### src/rtl/bitser_pkg.sv
package bitser_pkg;
  parameter int ADDR_W = 2;
  parameter int TAG_W  = 6;
  parameter int DATA_W = 24;
  localparam int PKT_W = ADDR_W + TAG_W + DATA_W;
  localparam int CNT_W = $clog2(PKT_W);

  typedef logic [ADDR_W-1:0] addr_t;
  typedef logic [TAG_W-1:0]  tag_t;
  typedef logic [DATA_W-1:0] data_t;

  typedef struct packed {
    addr_t addr;
    tag_t  tag;
    data_t data;
  } pkt_t;
endpackage

### src/rtl/bitser_seq.sv
module bitser_seq
  import bitser_pkg::*;
(
  input  logic clk,
  input  logic rst_n,
  input  logic in_valid,
  input  logic addr_ok,
  input  logic resend_req,
  output logic in_ready,
  output logic load_new,
  output logic load_held,
  output logic shift_en,
  output logic busy
);
  localparam logic [CNT_W-1:0] LAST = CNT_W'(PKT_W - 1);

  logic [CNT_W-1:0] cnt;
  logic             held_ok;
  logic             last_bit;
  logic             boundary;

  assign last_bit  = busy && (cnt == LAST);
  assign boundary  = !busy || last_bit;
  assign load_held = boundary && resend_req && held_ok;
  assign in_ready  = boundary && !load_held;
  assign load_new  = in_ready && in_valid && addr_ok;
  assign shift_en  = busy && !last_bit;

  always_ff @(posedge clk or negedge rst_n) begin
    if (!rst_n) begin
      busy    <= 1'b0;
      cnt     <= '0;
      held_ok <= 1'b0;
    end else begin
      if (load_held || load_new) begin
        busy <= 1'b1;
        cnt  <= '0;
        if (load_new) held_ok <= 1'b1;
      end else if (last_bit) begin
        busy <= 1'b0;
      end else if (busy) begin
        cnt <= cnt + 1'b1;
      end
    end
  end
endmodule

### src/rtl/bitser_shift.sv
module bitser_shift
  import bitser_pkg::*;
(
  input  logic clk,
  input  logic rst_n,
  input  logic load_new,
  input  logic load_held,
  input  logic shift_en,
  input  pkt_t pkt_in,
  output logic lsb
);
  logic [PKT_W-1:0] shreg;
  logic [PKT_W-1:0] held;

  assign lsb = shreg[0];

  always_ff @(posedge clk or negedge rst_n) begin
    if (!rst_n) begin
      shreg <= '0;
      held  <= '0;
    end else if (load_held) begin
      shreg <= held;
    end else if (load_new) begin
      shreg <= pkt_in;
      held  <= pkt_in;
    end else if (shift_en) begin
      shreg <= {1'b0, shreg[PKT_W-1:1]};
    end
  end
endmodule

### src/rtl/bitser_drive.sv
module bitser_drive #(
  parameter bit QUIET = 1'b0
) (
  input  logic busy,
  input  logic lsb,
  output logic ser_valid,
  output logic ser_data
);
  assign ser_valid = busy;
  generate
    if (QUIET) begin : g_quiet
      assign ser_data = busy & lsb;
    end else begin : g_normal
      assign ser_data = lsb;
    end
  endgenerate
endmodule

### src/rtl/bitser_tx.sv
module bitser_tx
  import bitser_pkg::*;
#(
  parameter bit          QUIET       = 1'b0,
  parameter logic [ADDR_W-1:0] FORBID_ADDR = '1
) (
  input  logic              clk,
  input  logic              rst_n,
  input  logic              in_valid,
  output logic              in_ready,
  input  logic [ADDR_W-1:0] in_addr,
  input  logic [TAG_W-1:0]  in_tag,
  input  logic [DATA_W-1:0] in_data,
  input  logic              resend_req,
  output logic              ser_valid,
  output logic              ser_data
);
  pkt_t pkt_in;
  logic addr_ok, load_new, load_held, shift_en, busy, lsb;

  assign pkt_in  = '{addr: in_addr, tag: in_tag, data: in_data};
  assign addr_ok = (in_addr != FORBID_ADDR);

  bitser_seq u_seq (
    .clk(clk), .rst_n(rst_n), .in_valid(in_valid), .addr_ok(addr_ok),
    .resend_req(resend_req), .in_ready(in_ready), .load_new(load_new),
    .load_held(load_held), .shift_en(shift_en), .busy(busy)
  );

  bitser_shift u_shift (
    .clk(clk), .rst_n(rst_n), .load_new(load_new), .load_held(load_held),
    .shift_en(shift_en), .pkt_in(pkt_in), .lsb(lsb)
  );

  bitser_drive #(.QUIET(QUIET)) u_drive (
    .busy(busy), .lsb(lsb), .ser_valid(ser_valid), .ser_data(ser_data)
  );
endmodule

### config.mk
export PLATFORM = sky130hd
export DESIGN_NAME = bitser_tx
export DESIGN_NICKNAME = d
export VERILOG_FILES = /design/src/rtl/bitser_pkg.sv /design/src/rtl/bitser_seq.sv /design/src/rtl/bitser_shift.sv /design/src/rtl/bitser_drive.sv /design/src/rtl/bitser_tx.sv
export SDC_FILE = /design/constraint.sdc
export NUM_CORES = 1
export LEC_CHECK = 0
export ABC_AREA = 1
export CELL_PAD_IN_SITES_DETAIL_PLACEMENT = 1
export CELL_PAD_IN_SITES_GLOBAL_PLACEMENT = 1
export CORE_AREA = 2 2 99 101
export CTS_BUF_LIST = sky130_fd_sc_hd__clkbuf_2 sky130_fd_sc_hd__clkbuf_4 sky130_fd_sc_hd__clkbuf_8
export CTS_CLUSTER_SIZE = 40
export DETAILED_ROUTE_END_ITERATION = 12
export DIE_AREA = 0 0 101 103
export PLACE_DENSITY = 0.76
export RECOVER_POWER = 25
export SYNTH_ARGS = -nofsm -noshare
export SYNTH_HDL_FRONTEND = slang
export SYNTH_SLANG_ARGS = --single-unit
### constraint.sdc
create_clock -name clk -period 5.85 [get_ports clk]
set_input_delay 1.755 -clock clk [delete_from_list [all_inputs] [get_ports clk]]
set_output_delay 1.755 -clock clk [all_outputs]
set_load 0.01 [all_outputs]
==> results.toml, run 1 <==
[timing]
relSlewSlack_pct = -37.5
fmax_mhz = 209
finalSetupViolations = 0
min_period_over_period_pct = 81.7
grt_setup_unrepaired = "false"
fin_tns_setup_ns = 0
finalHoldViolCount = 0
fin_skew_ns = 0.00740
slew_viol_final = 74
tightest_slew_ns = 2.06
min_period_ns = 4.78

[route]
drt-vias-per-instance = 5.26
routedWlPerCell_um = 15.3
drt_pass1_iterations = 4
wirelength_um = 9150
drt_iter0_markers = 120
ant_nets = 0
vias = 3132
drcViolationCount = 0

[logic_synthesis]
synthesis.area_um2 = 3630
yosysTopAreaCell = "dfrtp_1"
ys_async_sr_fraction_pct = 100
synth_cell_types = 26
synth.avg_cell_area_um2 = 7.98
synth_fp_nets = 493
synthTopCellsByCount = "nand2_1, dfrtp_1, nor2_1, nand3_1, inv_1"
syn_inst = 455
synth-seq-cells = 71
yosysTopAreaCellShare_pct = 48.9
seq_area_frac_synth_pct = 48.9
yosys_warnings = 0
synth_flop_cell = "dfrtp_1"
synthTopCellsByArea = "dfrtp_1, nand2_1, nand3_1, nor2_1, nor3_1"
synth.most_common_cell = "nand2_1"
synth-edff-count = 0

[grt]
grt.overflow.total = 0
antenna_found_initial = 0
grt_pass1_wl_um = 15600
first_global_vias = 3181
grtUsageTotal_pct = 19.2
grt_max_degree = 53

[layout]
multi_input_area_um2 = 1510
drive_gt1_share_pct = 8.30
n_antenna_cell = 0
register_area_um2 = 1780
area_growth_syn_to_layout_pct = 16.1
nets = 515
final_cells = 596
num-fill-cells = 1147

[setup_path]
ff2ff_setup_slack_ns = 2.71
critPathRequiredTime_ns = 4.09
reg2reg_depth = 12
crit_path_start = "resend_req"
crit_buf_inv = 3
cp.depth = 5
cp_common_cell = "clkdlybuf4s50_1"
crit_path_max_incr_delay_ns = 0.53
worstReg2RegStart = "u_seq.cnt[0]"
critPathSlowestCell = "clkdlybuf4s50_1"
worstSetupEndpointType = "output pin"
critPathTopFamily = "buffers and inverters"
worst_ep_arrival_time_ns = 3.02
critPathMaxFanout = 4
path_cells = "clkdlybuf4s50_1, nand2_4, nand2_2, inv_1, clkdlybuf4s50_1"
cp-endpoint = "in_ready"
path_class = "in2out"
r2r_end = "u_shift.shreg[28]"
cp-start-kind = "input port"

[clock_tree]
h-tree-depth = 3
post_cts_resized = 0
cts_tree = "done"
clock_latency_ns = 0.35
cts_root_buf = "clkbuf_8"
cts_buffers = 9
cts_sinks = 71
hold_buffers = 0
clk_pin_slew_worst_paths_ns = 0.07
cts_setup_buffers = 0
cts_buffer_depth = 2

[die]
rows = 36
start_util_pct = 38.4
die_area_um2 = 10400
dieWidth_um = 101
coreArea_um2 = 9460
die_y_um = 103
io_pins = 39

[pwr]
power_density_nw_per_um2 = 427
p_leak_nw = 2.12
ir_drop_uv = 141

[place]
portBuffers = 38
dp_hpwl_um = 5630
gp_congestion = 0.742
dp.cells = 580

[status]
violations = "max-capacitance violations, max-slew violations"
outcome = "finished with violations"

[run]
maxCapViolCount = 2

[min_path]
hp-class = "reg2reg"
==> where the power goes <==
| part | internal [mW] | total (mW) | switching (mW) |
|---|---|---|---|
| Clock | 0.263 | 0.452 | 0.189 |
| Sequential | 0.710 | 0.839 | 0.129 |
| Combinational | 0.209 | 0.509 | 0.300 |
==> sequential cells by signal, summed over array words and instances (netlist names) <==
name           flops
u_seq.busy         1
u_seq.cnt          5
u_seq.held_ok      1
u_shift.held      32
u_shift.shreg     32
==> worst min-delay path by stage <==
stage / startpoint / to / slack, ns / cells after the start
final: u_shift.held[27] / u_shift.held[27] / 0.48 / 2
after CTS: u_shift.held[27] / u_shift.held[27] / 0.48 / 2
after global routing: u_shift.held[28] / u_shift.held[28] / 0.51 / 2
after global placement: u_shift.held[27] / u_shift.held[27] / 0.45 / 2
after floorplan: u_shift.held[27] / u_shift.held[27] / 0.44 / 2
after detailed placement: u_shift.held[27] / u_shift.held[27] / 0.47 / 2
==> layout by cell type, fill, tap and decap left out <==
cell,instances
nand2_1,83
dfrtp_1,71
nor2_1,60
nand3_1,52
inv_1,39
clkdlybuf4s50_1,37
nor3_1,32
a21oi_1,30
o21ai_0,22
clkbuf_8,11
nand3_2,10
o21ai_1,9
nand2_2,4
buf_4,3
nand2_4,2
a22o_1,2
ha_1,2
bufinv_16,2
clkinvlp_4,2
clkbuf_1,2
nand3_4,1
inv_4,1
nand4_4,1
nor2_2,1
o22ai_1,1
or2_2,1
clkinv_2,1
==> layer usage <==
layer	vias up	share of wire, %	track usage [%]
li1	1515	-	-
met1	1571	46	23.8
met2	35	50	33.8
met3	11	2.6	3.73
met4	0	1.5	6.34
met5	-	0	0
==> final cells by class <==
cell class                 count  area share, %
clock buffer                  11           3.59
clock inverter                 5           1.90
inverter                      40           3.62
multi-input combinational    313           35.8
sequential                    71           42.2
tap                          114           3.38
timing repair buffer          42           9.50
==> worst min-delay path, delay by kind of cell, from the launching register on <==
| family | cells | cell delay [ns] |
|---|---|---|
| flip-flops | 1 | 0.35 |
| AND/OR/NAND/NOR | 2 | 0.10 |
==> metrics by stage <==
| stage | util (%) | power [mW] | area [um^2] | setup WS (ns) | hold WS [ns] |
|---|---|---|---|---|---|
| 6_report | 44.6 | 1.80 | 4210 | 1.07 | 0.483 |
| 5_1_grt | 44.6 | 1.94 | 4210 | 0.556 | 0.511 |
| 4_1_cts | 44.6 | 1.82 | 4220 | 1.06 | 0.485 |
| 3_5_place_dp | 42.2 | 1.36 | 3990 | 1.07 | 0.467 |
| 3_3_place_gp | 42.2 | 1.32 | 3990 | 1.07 | 0.451 |
| 2_1_floorplan | - | 1.21 | 3630 | 1.92 | 0.437 |
==> logic make-up after synthesis <==
family          Yosys count  share of synthesized area (%)
buf+inv                  71                           9.72
compound gates           64                           9.06
simple gates            247                           31.6
fa+ha+maj                 2                          0.689
flops                    71                           48.9
Note: power is estimated with default switching activity, not from simulation.
==> run 2: changes to the inputs <==
==> constraint.sdc (replaced) <==
create_clock -name clk -period 5 [get_ports clk]
set_input_delay 1.5 -clock clk [delete_from_list [all_inputs] [get_ports clk]]
set_output_delay 1.5 -clock clk [all_outputs]
set_load 0.01 [all_outputs]
==> run 2 against run 1 <==
Net effect:
- the run still ends with max-capacitance violations, max-slew violations left
- global-route usage shrank 0.79 points
- clock skew is 0.0027 ns higher
- critical path depth unchanged
==> results.toml, run 2 (synthesis results as in run 1) <==
[clock_tree]
clock_latency_ns = 0.34
cts_sinks = 71
cts_buffers = 9
h-tree-depth = 3
hold_buffers = 0
cts_setup_buffers = 0
cts_tree = "done"
clk_pin_slew_worst_paths_ns = 0.07
post_cts_resized = 0
cts_root_buf = "clkbuf_8"
cts_buffer_depth = 2

[place]
dp.cells = 581
portBuffers = 38
dp_hpwl_um = 5350
gp_congestion = 0.745

[timing]
fmax_mhz = 235
finalHoldViolCount = 0
fin_tns_setup_ns = 0
finalSetupViolations = 0
slew_viol_final = 34
hold_ws_ns = 0.480
tightest_slew_ns = 1.80
min_period_over_period_pct = 85.2
relSlewSlack_pct = -19.8
fin_skew_ns = 0.0101
grt_setup_unrepaired = "false"
min_period_ns = 4.26

[setup_path]
critPathMaxFanout = 4
critPathRequiredTime_ns = 3.50
path_class = "in2out"
critPathSlowestCell = "clkdlybuf4s50_1"
path_cells = "clkdlybuf4s50_1, nand2_4, nand2_2, inv_1, clkdlybuf4s50_1"
worst_ep_arrival_time_ns = 2.76
cp-start-kind = "input port"
worstSetupEndpointType = "output pin"
crit_path_max_incr_delay_ns = 0.53
cp_common_cell = "clkdlybuf4s50_1"

[route]
drt_iter0_markers = 133
drt_pass1_iterations = 4
wirelength_um = 8850
routedWlPerCell_um = 14.8
ant_nets = 0
drt-vias-per-instance = 5.11
drcViolationCount = 0
vias = 3053

[die]
coreArea_um2 = 9460
die_area_um2 = 10400
die_y_um = 103
dieWidth_um = 101
io_pins = 39
start_util_pct = 38.4
rows = 36

[layout]
nets = 516
layout_commonest_cell = "nand2_1"
register_area_um2 = 1780
drive_gt1_share_pct = 8.49
area_growth_syn_to_layout_pct = 14.6
multi_input_area_um2 = 1500
largestRegisters = "u_shift.held: 32 flops, u_shift.shreg: 32 flops, u_seq.cnt: 5 flops"
post-route-util_pct = 44.0
num-fill-cells = 1168
n_antenna_cell = 0
final_cells = 597
final_cell_mix = "nand2_1, dfrtp_1, nor2_1, nand3_1, inv_1"

[min_path]
hp-class = "reg2reg"

[status]
outcome = "finished with violations"
violations = "max-capacitance violations, max-slew violations"

[pwr]
p_leak_nw = 2.11
clkPwrFrac_pct = 21.5
sw_frac_of_total_pct = 35.4
p_switching_mw = 0.708
ir_drop_uv = 157
pwr-share-comb_pct = 29.5
power.internal_mw = 1.29
seq_power_share_pct = 49.0
power_density_nw_per_um2 = 481

[grt]
grtUsageTotal_pct = 18.4
grt_max_degree = 94
antenna_found_initial = 0
first_global_vias = 3172
grt_pass1_wl_um = 14900
grt.overflow.total = 0

[run]
maxCapViolCount = 1
==> run 2: cell types whose count changed in the layout (fill, tap and decap cells not counted), sizes merged <==
cell / previous run / this run
clkbuf: 13 / 15
buf: 3 / 4
clkinv: 1 / 2
bufinv: 2 / 0
clkinvlp: 2 / 1
==> run 2: area by class of cell <==
| cell class | instances | share of cell area [%] |
|---|---|---|
| Sequential cell | 71 | 42.7 |
| Multi-Input combinational cell | 313 | 36.0 |
| Timing Repair Buffer | 43 | 9.83 |
| Clock buffer | 13 | 4.00 |
| Inverter | 40 | 3.67 |
| Tap cell | 114 | 3.43 |
| Clock inverter | 3 | 0.421 |
==> run 2: worst max-delay path: cells and delay by family <==
family                 cells  cell delay [ns]
buffers and inverters      3             1.07
and+or+nand+nor            2             0.19
==> run 2: power by group through the flow <==
stage | clock [mW] | combinational (mW) | sequential (mW)
6_report | 0.430 | 0.591 | 0.980
4_1_cts | 0.446 | 0.608 | 0.980
3_5_place_dp | 0 | 0.603 | 0.989
2_1_floorplan | 0 | 0.461 | 0.951
5_1_grt | 0.470 | 0.686 | 1.01
3_3_place_gp | 0 | 0.567 | 0.973
==> run 2: path summary, 6_finish.rpt <==
kind | start | slack (ns) | depth (start not counted) | endpoint
setup / recovery | resend_req | 0.74 | 5 | in_ready
hold / removal | u_shift.held[27] | 0.48 | 2 | u_shift.held[27]
setup reg to reg | u_seq.cnt[0] | 2.03 | 11 | u_shift.shreg[6]
hold reg to reg | u_shift.held[27] | 0.48 | 2 | u_shift.held[27]
max in group asynchronous | rst_n | 1.54 | 2 | u_shift.shreg[18]
min in group asynchronous | rst_n | 1.63 | 1 | u_seq.cnt[1]
==> run 2: metal layers <==
| layer | global-route usage, % | up-vias | routed length, um |
|---|---|---|---|
| met4 | 6.55 | 0 | 95 |
| li1 | - | 1519 | - |
| met1 | 22.2 | 1495 | 4120 |
| met3 | 3.53 | 8 | 190 |
| met5 | 0 | - | 0 |
| met2 | 32.9 | 31 | 4440 |
==> run 2: per-stage QoR <==
step | instance area (um^2) | total power, mW | setup slack [ns]
4_1_cts | 4180 | 2.03 | 0.700
5_1_grt | 4160 | 2.17 | 0.676
2_1_floorplan | 3630 | 1.41 | 1.58
6_report | 4160 | 2.00 | 0.738
3_3_place_gp | 4000 | 1.54 | 0.731
3_5_place_dp | 4000 | 1.59 | 0.709
